**src/rtl/dbank_pkg.sv**
```systemverilog
package dbank_pkg;
  typedef enum logic {BANK_L = 1'b0, BANK_U = 1'b1} bank_e;

  function automatic logic is_write_req(input logic lo_n, input logic hi_n);
    return !(lo_n && hi_n);
  endfunction

  function automatic logic lanes_clash(input logic lo_n, input logic hi_n);
    return !lo_n && !hi_n;
  endfunction

  // upper lane alone picks U; lower alone or both pick L
  function automatic bank_e write_bank(input logic lo_n, input logic hi_n);
    return (!hi_n && lo_n) ? BANK_U : BANK_L;
  endfunction

  function automatic logic gap_met(input int unsigned elapsed, input int unsigned need);
    return elapsed >= need;
  endfunction
endpackage

```
**src/rtl/dbank_strobe_edges.sv**
```systemverilog
module dbank_strobe_edges (
  input  logic clk,
  input  logic rst_n,
  input  logic row_stb_n,
  input  logic col_stb_n,
  output logic row_fall,
  output logic row_rise,
  output logic col_fall
);
  logic row_q, col_q;

  always_ff @(posedge clk or negedge rst_n) begin
    if (!rst_n) begin
      row_q <= 1'b1;
      col_q <= 1'b1;
    end else begin
      row_q <= row_stb_n;
      col_q <= col_stb_n;
    end
  end

  assign row_fall = row_q && !row_stb_n;
  assign row_rise = !row_q && row_stb_n;
  assign col_fall = col_q && !col_stb_n;
endmodule

```
**src/rtl/dbank_refresh_ctr.sv**
```systemverilog
module dbank_refresh_ctr #(
  parameter int ADDR_W = 10
) (
  input  logic              clk,
  input  logic              rst_n,
  input  logic              ref_go,
  output logic              ref_pulse,
  output logic [ADDR_W-1:0] ref_row
);
  logic [ADDR_W-1:0] cnt_q;

  always_ff @(posedge clk or negedge rst_n) begin
    if (!rst_n) begin
      cnt_q     <= '0;
      ref_row   <= '0;
      ref_pulse <= 1'b0;
    end else begin
      ref_pulse <= ref_go;
      if (ref_go) begin
        ref_row <= cnt_q;
        cnt_q   <= cnt_q + 1'b1;
      end
    end
  end

  assert_ref_wrap_R11: assert property (@(posedge clk) disable iff (!rst_n)
    (ref_go && cnt_q == '1) |=> (cnt_q == '0));
  assert_ref_hold_R11: assert property (@(posedge clk) disable iff (!rst_n)
    !ref_go |=> $stable(cnt_q));
endmodule

```
**src/rtl/dbank_access_seq.sv**
```systemverilog
module dbank_access_seq
  import dbank_pkg::*;
#(
  parameter int ADDR_W   = 10,
  parameter int DATA_W   = 12,
  parameter int CASB_CYC = 2
) (
  input  logic              clk,
  input  logic              rst_n,
  input  logic              row_fall,
  input  logic              row_rise,
  input  logic              col_fall,
  input  logic              col_stb_n,
  input  logic              wen_lo_n,
  input  logic              wen_hi_n,
  input  logic              rd_en_n,
  input  logic              seq_ready,
  input  logic [ADDR_W-1:0] adr,
  input  logic [DATA_W-1:0] data_in,
  input  logic [DATA_W-1:0] mem_rdata,
  output logic [DATA_W-1:0] data_out,
  output logic              data_oe,
  output logic              mem_we,
  output bank_e             bank_q,
  output logic [ADDR_W-1:0] row_q,
  output logic [ADDR_W-1:0] col_q,
  output logic [DATA_W-1:0] wdata_q,
  output logic              clash_q,
  output logic              active_q,
  output logic              err_q
);
  localparam int GAP_W = $clog2(CASB_CYC + 1);

  logic [GAP_W-1:0] gap_q;
  logic wr_q, have_data_q, rd_pend_q;
  logic accept, reject, col_ok;

  assign accept = row_fall && col_stb_n && seq_ready && !active_q;
  assign reject = row_fall && col_stb_n && !seq_ready;
  assign col_ok = active_q && col_fall && gap_met(int'(gap_q), CASB_CYC);

  always_ff @(posedge clk or negedge rst_n) begin
    if (!rst_n) begin
      gap_q <= '0; wr_q <= 1'b0; have_data_q <= 1'b0; rd_pend_q <= 1'b0;
      bank_q <= BANK_L; row_q <= '0; col_q <= '0; wdata_q <= '0;
      clash_q <= 1'b0; active_q <= 1'b0; err_q <= 1'b0;
      data_out <= '0; data_oe <= 1'b0; mem_we <= 1'b0;
    end else begin
      mem_we    <= 1'b0;
      rd_pend_q <= 1'b0;
      if (accept) begin
        active_q    <= 1'b1;
        wr_q        <= is_write_req(wen_lo_n, wen_hi_n);
        bank_q      <= is_write_req(wen_lo_n, wen_hi_n) ? write_bank(wen_lo_n, wen_hi_n)
                                                        : bank_e'(adr[ADDR_W-1]);
        clash_q     <= lanes_clash(wen_lo_n, wen_hi_n);
        row_q       <= adr;
        gap_q       <= GAP_W'(1);
        have_data_q <= 1'b0;
      end else if (active_q && gap_q < GAP_W'(CASB_CYC)) begin
        gap_q <= gap_q + 1'b1;
      end
      if (reject) err_q <= 1'b1;
      if (col_ok) begin
        col_q <= adr;
        if (wr_q) begin
          wdata_q     <= data_in;
          have_data_q <= 1'b1;
        end else if (!rd_en_n) begin
          rd_pend_q <= 1'b1;
        end
      end
      if (rd_pend_q && active_q) begin
        data_out <= mem_rdata;
        data_oe  <= 1'b1;
      end
      if (row_rise && active_q) begin
        active_q  <= 1'b0;
        data_oe   <= 1'b0;
        rd_pend_q <= 1'b0;
        mem_we    <= wr_q && have_data_q;
      end
    end
  end

  assert_commit_at_close_R5: assert property (@(posedge clk) disable iff (!rst_n)
    mem_we |-> ($past(active_q) && !active_q));
  assert_oe_release_R8: assert property (@(posedge clk) disable iff (!rst_n)
    (row_rise && active_q) |=> !data_oe);
  assert_err_sticky_R9: assert property (@(posedge clk) disable iff (!rst_n)
    err_q |=> err_q);
  assert_refused_idle_R9: assert property (@(posedge clk) disable iff (!rst_n)
    (reject && !active_q) |=> !active_q);
  assert_clash_to_l_R3: assert property (@(posedge clk) disable iff (!rst_n)
    clash_q |-> (bank_q == BANK_L && wr_q));
  assert_oe_read_only_R7: assert property (@(posedge clk) disable iff (!rst_n)
    data_oe |-> (!wr_q && active_q));
endmodule

```
**src/rtl/dbank_blk_front.sv**
```systemverilog
module dbank_blk_front #(
  parameter int ADDR_W   = 10,
  parameter int DATA_W   = 12,
  parameter int CASB_CYC = 2
) (
  input  logic              clk,
  input  logic              rst_n,
  input  logic              row_stb_n,
  input  logic              col_stb_n,
  input  logic              wen_lo_n,
  input  logic              wen_hi_n,
  input  logic              rd_en_n,
  input  logic [ADDR_W-1:0] adr,
  input  logic [DATA_W-1:0] data_in,
  input  logic              seq_ready,
  input  logic [DATA_W-1:0] mem_rdata,
  output logic [DATA_W-1:0] data_out,
  output logic              data_oe,
  output logic              mem_we,
  output logic              mem_bank,
  output logic [ADDR_W-1:0] mem_row,
  output logic [ADDR_W-1:0] mem_col,
  output logic [DATA_W-1:0] mem_wdata,
  output logic              ref_pulse,
  output logic [ADDR_W-1:0] ref_row,
  output logic              wr_conflict,
  output logic              blk_busy,
  output logic              acc_err
);
  import dbank_pkg::*;

  logic  row_fall, row_rise, col_fall, ref_go;
  bank_e bank_sel;

  dbank_strobe_edges u_edges (
    .clk(clk), .rst_n(rst_n), .row_stb_n(row_stb_n), .col_stb_n(col_stb_n),
    .row_fall(row_fall), .row_rise(row_rise), .col_fall(col_fall)
  );

  // column already low when the row strobe falls: strobe-ordered refresh
  assign ref_go = row_fall && !col_stb_n;

  dbank_refresh_ctr #(.ADDR_W(ADDR_W)) u_ref (
    .clk(clk), .rst_n(rst_n), .ref_go(ref_go),
    .ref_pulse(ref_pulse), .ref_row(ref_row)
  );

  dbank_access_seq #(.ADDR_W(ADDR_W), .DATA_W(DATA_W), .CASB_CYC(CASB_CYC)) u_seq (
    .clk(clk), .rst_n(rst_n), .row_fall(row_fall), .row_rise(row_rise),
    .col_fall(col_fall), .col_stb_n(col_stb_n), .wen_lo_n(wen_lo_n),
    .wen_hi_n(wen_hi_n), .rd_en_n(rd_en_n), .seq_ready(seq_ready), .adr(adr),
    .data_in(data_in), .mem_rdata(mem_rdata), .data_out(data_out),
    .data_oe(data_oe), .mem_we(mem_we), .bank_q(bank_sel), .row_q(mem_row),
    .col_q(mem_col), .wdata_q(mem_wdata), .clash_q(wr_conflict),
    .active_q(blk_busy), .err_q(acc_err)
  );

  assign mem_bank = bank_sel;

  assert_refresh_no_access_R10: assert property (@(posedge clk) disable iff (!rst_n)
    (ref_go && !blk_busy) |=> !blk_busy);
  assert_refresh_no_write_R10: assert property (@(posedge clk) disable iff (!rst_n)
    ref_pulse |-> !mem_we);
endmodule

```
**config.mk**
```make
export PLATFORM = sky130hd
export DESIGN_NAME = dbank_blk_front
export DESIGN_NICKNAME = d
export VERILOG_FILES = /design/src/rtl/dbank_pkg.sv /design/src/rtl/dbank_strobe_edges.sv /design/src/rtl/dbank_refresh_ctr.sv /design/src/rtl/dbank_access_seq.sv /design/src/rtl/dbank_blk_front.sv
export SDC_FILE = /design/constraint.sdc
export NUM_CORES = 1
export LEC_CHECK = 0
export ABC_AREA = 1
export BUFFER_PORTS_ARGS = -buffer_cell sky130_fd_sc_hd__buf_2
export CAP_MARGIN = 15
export CORE_UTILIZATION = 50
export CTS_CLUSTER_DIAMETER = 120
export DETAILED_ROUTE_END_ITERATION = 8
export PLACE_DENSITY = 0.79
export SYNTH_ARGS = -nofsm -noshare
export SYNTH_HDL_FRONTEND = slang
export SYNTH_SLANG_ARGS = --single-unit
```
**constraint.sdc**
```tcl
create_clock -name clk -period 3.5 [get_ports clk]
set_input_delay 0.175 -clock clk [delete_from_list [all_inputs] [get_ports clk]]
set_output_delay 0.175 -clock clk [all_outputs]
set_load 0.01 [all_outputs]
```
==> results of run 1 <==
## final cells by class
class                      instances  area (um2)
clock buffer                      13         139
clock inverter                     2        10.0
fill                             527        2120
inverter                          41         154
multi-input combinational        217        1010
sequential                        78        1950
tap                               75        93.8
timing repair buffer             105         543
## cell usage in the layout, fill, tap and decap left out
cell type | synthesis | final
xor2_1 | 4 | 4
inv_2 | 3 | 3
nand3_2 | 1 | 1
nor2_2 | 1 | 1
nand3_4 | 1 | 1
o21ai_1 | 1 | 1
nand4_1 | 3 | 3
nor2_4 | 2 | 2
clkinv_2 | 0 | 2
dlygate4sd3_1 | 0 | 3
buf_4 | 1 | 1
clkbuf_8 | 0 | 9
nor4_1 | 1 | 1
nand3_1 | 20 | 20
nor2_1 | 6 | 6
inv_1 | 38 | 38
clkbuf_1 | 3 | 4
xnor2_1 | 1 | 1
o21bai_1 | 1 | 1
nor3_1 | 1 | 1
buf_2 | 4 | 101
o22ai_1 | 1 | 1
dfstp_2 | 2 | 2
ha_1 | 2 | 2
nand2_1 | 146 | 146
o21ai_0 | 13 | 13
dfrtp_1 | 76 | 76
o21ai_2 | 12 | 12
## state kept, by name, summed over array words and instances, names as in the netlist
signal,count
u_edges.col_q,1
u_edges.row_q,1
u_ref.cnt_q,10
u_ref.ref_pulse,1
u_ref.ref_row,10
u_seq.active_q,1
u_seq.bank_q,1
u_seq.clash_q,1
u_seq.col_q,10
u_seq.data_oe,1
u_seq.data_out,12
u_seq.err_q,1
u_seq.gap_q,2
u_seq.have_data_q,1
u_seq.mem_we,1
u_seq.rd_pend_q,1
u_seq.row_q,10
u_seq.wdata_q,12
u_seq.wr_q,1
## worst max path at each step
stage                                end  slack (ns)
after detailed placement  u_ref.cnt_q[5]        1.85
after global placement    u_ref.cnt_q[5]        1.89
after global routing      u_ref.cnt_q[5]        1.49
after CTS                 u_ref.cnt_q[5]        1.65
after floorplan           u_seq.row_q[2]        2.28
final                     u_ref.cnt_q[5]        1.65
## cell families after synthesis
| family | after synthesis | share of synthesized area (%) |
|---|---|---|
| compound gates | 28 | 5.91 |
| simple gates | 182 | 23.7 |
| flops | 78 | 61.2 |
| buf+inv | 52 | 7.09 |
| xor+xnor | 5 | 1.37 |
| fa+ha+maj | 2 | 0.783 |
## report_power, final
part,internal (mW),switching [mW],total [mW],leakage [nW]
Combinational,0.403,0.554,0.957,1.21
Clock,0.253,0.290,0.543,0.0773
Sequential,1.24,0.202,1.44,0.926
## per-stage QoR
step                      instances  power, mW  hold slack (ns)  cell area (um2)  utilization, %
final                           531       2.94          -0.0176             3910            64.9
after global routing            531       3.17           0.0181             3910            64.9
after CTS                       531       2.98           0.0172             3910            64.9
after detailed placement        513       2.42            0.302             3730            61.9
after global placement          513       2.38            0.305             3730            61.9
after floorplan                 347       2.00           -0.121             3200               -
## metal layers
metal / share of wire [%] / vias to the layer above
met5: 0 / -
met4: 1.7 / 0
met3: 4.6 / 9
met2: 47 / 71
met1: 46 / 1174
li1: - / 1278
## critical path, cell delays in order
cell	delay, ns
dlygate4sd3_1	0.54
buf_2	0.14
inv_2	0.20
nand3_2	0.40
nor2_2	0.36
nand2_1	0.10
xor2_1	0.15
==> flow_metrics.env, run 1 <==
export IMPL_outcome="complete, but fails checks"
export IMPL_violations="hold timing"
export IMPL_powerDensity_mw_per_mm2=752
export IMPL_io_buffers=102
export IMPL_drv_cap=0
export IMPL_clock_sinks=78
export IMPL_cts_inserted_buffers=9
export IMPL_cts_resized=0
export IMPL_syn_num_nets=391
export IMPL_post_cts_buffers=0
export IMPL_clock_fmax_ghz=0.541
export IMPL_hp_class="input pin to asynchronous set/reset pin"
export IMPL_die_h_um=81.9
export IMPL_clockRootBuffer="clkbuf_8"
export IMPL_worstPathRequired_ns=3.72
export IMPL_met3_usage_pct=4.67
export IMPL_crit_start="col_stb_n"
export IMPL_reg2regPathDepth=7
export IMPL_holdBufCountCts=3
export IMPL_tns_ns=0
export IMPL_antenna_found_initial=0
export IMPL_grtUsageTotal_pct=20.5
export IMPL_ant_nets=0
export IMPL_finalSetupViolations=0
export IMPL_yosysMostFrequentCell="nand2_1"
export IMPL_reg2reg_from="u_seq.gap_q[0]"
export IMPL_remaining_drc_errors=0
export IMPL_gr_total_overflow=0
export IMPL_io_pins=103
export IMPL_layout_nets=496
export IMPL_die_width_um=81.9
export IMPL_tightest_slew_ns=0.946
export IMPL_core_mm2=0.00603
export IMPL_slew_violations=0
export IMPL_grt_pass1_vias=2233
export IMPL_grt_setup_unrepaired="false"
export IMPL_synthCells=347
export IMPL_r2r_end="u_seq.wdata_q[2]"
export IMPL_firstDrtPassIters=4
export IMPL_final_setup_worst_slack_ns=1.65
export IMPL_initial_utilization_pct=53.0
export IMPL_ys_types=26
export IMPL_yosys_top_cells_area="dfrtp_1, nand2_1, inv_1"
export IMPL_worstSetupPathType="input pin to register"
export IMPL_p_leak_nw=2.21
export IMPL_synth_edff_count=0
export IMPL_cts_htree_levels=3
export IMPL_vdd_ir_drop_max_uv=387
export IMPL_worst_skew_pair_late_latency_ns=0.33
export IMPL_synth_top_area_share_pct=59.5
export IMPL_num_rows=28
export IMPL_vias=2532
export IMPL_post_synth_cell_area_avg_um2=9.21
export IMPL_cts_clk_slew_worst_paths_ns=0.08
export IMPL_drtIter0Drc=204
export IMPL_via_per_inst=4.77
export IMPL_yosys_top_cells_count="nand2_1, dfrtp_1, inv_1"
export IMPL_drive_gt1_share_pct=29.6
export IMPL_met2_usage_pct=31.7
export IMPL_fin_crit_ns=1.85
export IMPL_grtUsageMet1_pct=27.0
export IMPL_cp_max_fo=23
export IMPL_yosys_area_top_type="dfrtp_1"
export IMPL_min_period_over_period_pct=52.9
export IMPL_dieArea_mm2=0.00671
export IMPL_clock_skew_ns=0.00749
export IMPL_syn_area_mm2=0.00320
export IMPL_cts_tree="built"
export IMPL_synth_ff_type="dfrtp_1"
export IMPL_seq_area_frac_synth_pct=61.2
export IMPL_top_usage_layer="met2"
export IMPL_antenna_cells=0
export IMPL_place_gp_congestion=0.750
export IMPL_cp_start_kind="input pin"
export IMPL_routed_wl_um=6340
export IMPL_place_ws_ns=1.85
export IMPL_hold_viol=11
export IMPL_crit_arrival_ns=2.07
export IMPL_hold_slack_ns=-0.0176
export IMPL_r2r_setup_slack_ns=1.87
export IMPL_grt_start_max_net_pins=79
export IMPL_hpwl_um=4430
export IMPL_area_growth_pct=22.3
export IMPL_slew_headroom_pct=36.9
export IMPL_clockBufferDepth=2
export IMPL_ys_ff_latch=78
export IMPL_synthArstFlopShare_pct=100
export IMPL_grt_pass1_wl_um=10100
export IMPL_ys_warn_count=0
export IMPL_wl_per_cell_um=11.9
export IMPL_endpoint_kind="register"
Power figures use the tool's default switching activity.
==> run 2, diff against run 1 <==
Settings changed: ABC_AREA 1 to 0, CORE_UTILIZATION 50 to 45, PLACE_DENSITY 0.79 to 0.75.
Clock period 3.5 ns to 1.7 ns, I/O delays scaled along.
==> run 2 against run 1 <==
  * The flow finishes with violations (DRC)
  * Largest cell class unchanged
  * Sequential power up 83%
  * Design area grew 9.8%
  * Global-route usage fell by 2.1 points
  * First-iteration DRC count shrank 71%
  * Sequential cell count unchanged
  * Largest power group unchanged
  * Die area up 6.1%
  * Power up 82%
==> flow_metrics.env, run 2 <==
export IMPL_outcome="complete, but fails checks"
export IMPL_violations="DRC"
export IMPL_drv_cap=0
export IMPL_hold_viol=0
export IMPL_cts_tree="built"
export IMPL_clock_fmax_ghz=0.629
export IMPL_ys_ff_latch=78
export IMPL_ys_warn_count=0
export IMPL_gr_total_overflow=0
export IMPL_worstSetupPathType="register to register"
export IMPL_fin_crit_ns=1.59
export IMPL_clock_skew_ns=0.00746
export IMPL_cts_htree_levels=3
export IMPL_fin_util_pct=66.5
export IMPL_post_cts_buffers=0
export IMPL_yosys_top_cells_area="dfrtp_1, mux2_2, mux2_4"
export IMPL_vias=2108
export IMPL_place_area_mm2=0.00374
export IMPL_core_mm2=0.00646
export IMPL_seq_area_frac_synth_pct=63.9
export IMPL_die_h_um=84.4
export IMPL_via_per_inst=4.85
export IMPL_yosys_area_top_type="dfrtp_1"
export IMPL_cp_max_fo=13
export IMPL_synthArstFlopShare_pct=100
export IMPL_cp_start_kind="register"
export IMPL_place_gp_congestion=0.790
export IMPL_grtUsageTotal_pct=18.4
export IMPL_clockRootBuffer="clkbuf_8"
export IMPL_drtIter0Drc=60
export IMPL_layout_nets=398
export IMPL_io_pins=103
export IMPL_cts_resized=0
export IMPL_die_width_um=84.4
export IMPL_hold_slack_ns=0.0272
export IMPL_grt_setup_unrepaired="false"
export IMPL_worst_skew_pair_late_latency_ns=0.32
export IMPL_fin_cells=435
export IMPL_hpwl_um=4120
export IMPL_wl_per_cell_um=14.1
export IMPL_cts_inserted_buffers=9
export IMPL_slew_violations=0
export IMPL_synthAdderAreaFrac_pct=0.819
export IMPL_grt_pass1_wl_um=10200
export IMPL_clock_sinks=78
export IMPL_design_area_mm2=0.00429
export IMPL_max_stage_delay_ns=0.38
export IMPL_drive_gt1_share_pct=53.4
export IMPL_synthSimpleGateAreaFrac_pct=6.79
export IMPL_layout_common_cells="buf_2, dfrtp_1, mux2_2"
export IMPL_place_ws_ns=0.0922
export IMPL_endpoint_kind="register"
export IMPL_cp_top_family="flip-flops"
export IMPL_synth_mux_area_share_pct=21.6
export IMPL_yosysMostFrequentCell="dfrtp_1"
export IMPL_num_rows=29
export IMPL_dieArea_mm2=0.00713
export IMPL_routed_wl_um=6120
export IMPL_grt_pass1_vias=2143
export IMPL_min_period_over_period_pct=93.5
export IMPL_io_buffers=102
export IMPL_antenna_found_initial=0
export IMPL_crit_arrival_ns=1.80
export IMPL_worstPathRequired_ns=1.91
export IMPL_vdd_ir_drop_max_uv=814
export IMPL_syn_num_nets=244
export IMPL_final_common_cell="buf_2"
export IMPL_synth_ff_type="dfrtp_1"
export IMPL_antenna_cells=0
export IMPL_cp_cell_sequence="inv_1 -> ha_1 -> nor2_1 -> nor4b_4 -> buf_12 -> mux2_2"
export IMPL_powerDensity_mw_per_mm2=1250
export IMPL_post_synth_cell_area_avg_um2=15.3
export IMPL_slowest_stage="dfrtp_1"
export IMPL_finalPower_mw=5.35
export IMPL_synth_top_area_share_pct=62.2
export IMPL_cts_clk_slew_worst_paths_ns=0.08
export IMPL_placedCellCount=384
export IMPL_ys_types=33
export IMPL_synth_xor_area_share_pct=2.58
export IMPL_clockBufferDepth=2
export IMPL_area_growth_pct=40.4
export IMPL_grt_start_max_net_pins=34
export IMPL_ant_nets=0
export IMPL_syn_area_mm2=0.00306
export IMPL_hp_class="input pin to register"
export IMPL_p_leak_nw=2.13
export IMPL_synth_top_family_by_area="multiplexers"
export IMPL_cp_num_buf_inv=2
export IMPL_tightest_slew_ns=0.487
export IMPL_synth_compound_area_share_pct=1.64
export IMPL_yosys_top_cells_count="dfrtp_1, mux2_2, inv_1"
export IMPL_remaining_drc_errors=14
export IMPL_final_setup_worst_slack_ns=0.110
export IMPL_initial_utilization_pct=47.3
export IMPL_tns_ns=0
export IMPL_synth_edff_count=0
export IMPL_synthCells=200
export IMPL_top_regs="u_seq.data_out (12), u_seq.wdata_q (12)"
export IMPL_finalSetupViolations=0
export IMPL_firstDrtPassIters=6
export IMPL_slew_headroom_pct=67.4
==> run 2: cells by family (layout without fill, tap and decap cells) <==
family                   Yosys count  count (layout)
AO/OA/AOI/OAI                      8               8
XOR/XNOR                           9               9
adder cells (fa/ha/maj)            2               2
buffers and inverters             15             173
flip-flops                        78              78
multiplexers                      57              57
AND/OR/NAND/NOR                   31              31
==> run 2: final timing paths <==
check / startpoint / endpoint / slack [ns] / depth (start not counted)
hold reg to reg: u_ref.cnt_q[9] / u_ref.cnt_q[9] / 0.47 / 1
max in group asynchronous: rst_n / u_seq.wdata_q[3] / 0.92 / 3
min in group asynchronous: rst_n / u_seq.data_out[5] / 0.20 / 2
setup / recovery: u_seq.gap_q[0] / u_seq.wdata_q[1] / 0.11 / 6
hold / removal: mem_rdata[0] / u_seq.data_out[0] / 0.03 / 2
setup reg to reg: u_seq.gap_q[0] / u_seq.wdata_q[1] / 0.11 / 6
==> run 2: cell type report <==
type / count / area, um2
Timing Repair Buffer: 149 / 993
Tap cell: 77 / 96.3
Clock inverter: 4 / 47.5
Multi-Input combinational cell: 107 / 1030
Clock buffer: 11 / 141
Sequential cell: 78 / 1950
Fill cell: 499 / 2170
Inverter: 9 / 33.8
==> run 2: what timing repair did <==
action                                  4_1_cts  5_1_grt
hold buffers                                 35        1
hold endpoints to repair                     94        1
endpoints found under the setup margin        0        8
==> run 2: report_power, final <==
group | switching, mW | total, mW | internal [mW]
Sequential | 0.289 | 2.63 | 2.34
Combinational | 0.630 | 1.39 | 0.764
Clock | 0.618 | 1.32 | 0.707
==> run 2: worst reg2reg max path, stage by stage, from the launching register on <==
cell,delay (ns)
dfrtp_1,0.38
inv_1,0.08
ha_1,0.15
nor2_1,0.07
nor4b_4,0.27
buf_12,0.18
mux2_2,0.34
==> run 2: per-layer routing <==
metal	global-route usage (%)	vias up	wire, um
met1	23.0	1051	2650
li1	-	1004	-
met2	31.2	49	3140
met4	8.32	0	59
met3	3.54	4	265
met5	0	-	0
==> run 3, diff against run 2 <==
Settings changed: CORE_UTILIZATION 45 to 50, PLACE_DENSITY 0.75 to 0.79.
Clock period 1.7 ns to 1.5 ns, I/O delays scaled along.
==> run 3 against run 2 <==
  * The flow finishes with violations (setup timing)
  * Utilization grew 12 points
  * Sequential share of layout area shrank 3.6 points
  * Sequential cell count did not move
  * Cell count rose by 3.0%
  * Worst hold slack gained 0.00058 ns
  * Power up 25%
  * Maximum frequency down 1.9%
  * Critical path depth unchanged
  * Worst setup slack worse by 0.23 ns
  * Combinational power increased by 42%
  * Wire length up 8.2%
==> flow_metrics.env, run 3 (synthesized netlist as in run 2, its figures left out) <==
export IMPL_outcome="complete, but fails checks"
export IMPL_violations="setup timing"
export IMPL_reg2regPathDepth=6
export IMPL_wl_met2_um=3440
export IMPL_cts_tree="built"
export IMPL_core_mm2=0.00592
export IMPL_place_ws_ns=-0.134
export IMPL_worstPathRequired_ns=1.72
export IMPL_finalSetupViolations=40
export IMPL_die_width_um=80.2
export IMPL_vdd_ir_drop_max_uv=1140
export IMPL_min_period_over_period_pct=108
export IMPL_dieArea_mm2=0.00643
export IMPL_grt_pass1_wl_um=10300
export IMPL_slew_violations=0
export IMPL_slew_headroom_pct=66.1
export IMPL_worst_skew_pair_late_latency_ns=0.33
export IMPL_clock_fmax_ghz=0.617
export IMPL_r2r_setup_slack_ns=-0.12
export IMPL_min_from="adr[9]"
export IMPL_die_h_um=80.2
export IMPL_remaining_drc_errors=0
export IMPL_clock_sinks=78
export IMPL_hp_class="input pin to register"
export IMPL_wl_per_cell_um=14.8
export IMPL_cts_htree_levels=3
export IMPL_via_per_inst=4.82
export IMPL_final_setup_worst_slack_ns=-0.120
export IMPL_area_growth_pct=52.7
export IMPL_tns_ns=-1.87
export IMPL_grt_pass1_vias=2207
export IMPL_ant_nets=0
export IMPL_finalPower_mw=6.69
export IMPL_grt_setup_unrepaired="true"
export IMPL_drtIter0Drc=62
export IMPL_clockRootBuffer="clkbuf_8"
export IMPL_fin_crit_ns=1.62
export IMPL_top_layer_used="met4"
export IMPL_antenna_cells=0
export IMPL_clockBufferDepth=2
export IMPL_holdPathStages=2
export IMPL_initial_utilization_pct=51.6
export IMPL_r2r_end="u_seq.wdata_q[1]"
export IMPL_crit_arrival_ns=1.84
export IMPL_place_gp_congestion=0.813
export IMPL_dr_wl_met3_um=268
export IMPL_io_pins=103
export IMPL_antenna_found_initial=0
export IMPL_gr_total_overflow=0
export IMPL_wl_met1_um=2850
export IMPL_vias=2159
export IMPL_worstSetupPathType="register to register"
export IMPL_clock_skew_ns=0.0119
export IMPL_p_leak_nw=2.34
export IMPL_tightest_slew_ns=0.509
export IMPL_layout_common_cells="buf_2, dfrtp_1, mux2_4"
export IMPL_reg2reg_from="u_seq.gap_q[0]"
export IMPL_io_buffers=102
export IMPL_cts_clk_slew_worst_paths_ns=0.07
export IMPL_routed_wl_um=6620
export IMPL_cp_start_kind="register"
export IMPL_endpoint_kind="register"
export IMPL_hpwl_um=4160
export IMPL_min_to="u_seq.col_q[9]"
export IMPL_layout_nets=412
export IMPL_powerDensity_mw_per_mm2=1430
export IMPL_cp_max_fo=13
export IMPL_final_common_cell="buf_2"
export IMPL_drv_cap=0
export IMPL_num_rows=28
export IMPL_firstDrtPassIters=4
export IMPL_drive_gt1_share_pct=56.3
export IMPL_grt_start_max_net_pins=42
export IMPL_cts_inserted_buffers=9
export IMPL_final_fill_count=370
export IMPL_grtUsageTotal_pct=21.5
export IMPL_hold_viol=0
export IMPL_top_regs="u_seq.data_out (12), u_seq.wdata_q (12)"
==> run 3: changes by cell type in the layout (fill, tap and decap cells not counted), moves of 2 or more <==
| cell | previous run | this run |
|---|---|---|
| dlygate4sd3_1 | 36 | 38 |
| mux2_2 | 51 | 15 |
| buf_4 | 9 | 12 |
| mux2_4 | 5 | 41 |
| buf_6 | 0 | 9 |
==> run 3: per-layer routing <==
metal / vias up / global-route usage [%]
li1: 1031 / -
met1: 1060 / 27.2
met2: 59 / 36.5
met3: 9 / 4.66
met4: 0 / 7.50
met5: - / 0
==> run 3: where the power goes <==
part / total, mW / internal, mW / switching [mW] / leakage, nW
clock: 1.68 / 0.979 / 0.698 / 0.110
combinational: 1.98 / 1.18 / 0.801 / 1.27
sequential: 3.03 / 2.65 / 0.378 / 0.957
total: 6.69 / 4.81 / 1.88 / 2.34
==> run 3: repair_timing <==
action,in CTS,in global routing
hold buffers,38,0
pin swaps,2,2
setup endpoints to repair,34,52
endpoints found under the hold margin,81,0
buffers inserted,3,2
resized for setup,27,17
==> run 3: metrics by stage <==
stage	area [um2]	instances	hold WS [ns]	util [%]
floorplan	3120	200	-0.221	-
global placement	3850	389	0.0801	65.0
detailed placement	3850	389	0.0846	65.0
CTS	4580	446	0.00999	77.3
global route	4670	448	0.0167	78.8
finish	4670	448	0.0277	78.8
==> run 3: worst max path at each step <==
stage / from / to / slack (ns) / depth (start not counted)
2_1_floorplan: u_seq.gap_q[0] / u_seq.wdata_q[10] / -0.1 / 6
3_3_place_gp: u_seq.gap_q[0] / u_seq.wdata_q[1] / -0.09 / 6
3_5_place_dp: u_seq.gap_q[0] / u_seq.wdata_q[0] / -0.13 / 6
4_1_cts: u_seq.gap_q[0] / u_seq.wdata_q[0] / -0.11 / 6
5_1_grt: u_seq.gap_q[0] / u_seq.wdata_q[2] / -0.21 / 6
6_report: u_seq.gap_q[0] / u_seq.wdata_q[1] / -0.12 / 6
==> run 3: final cells by class <==
type	instances	area [um2]	share of cell area (%)
flip-flops and latches	78	1960	41.9
well taps	75	93.8	2.01
clock buffers	12	145	3.11
multi-input cells	107	1230	26.4
clock inverters	4	70.1	1.50
inverters	9	33.8	0.724
repair buffers	163	1140	24.4
==> run 3: critical path, cell delays in order (launching register included) <==
cell	delay (ns)
dfrtp_1	0.40
inv_2	0.09
ha_4	0.15
nor2_4	0.04
nor4b_4	0.30
buf_12	0.19
mux2_2	0.33
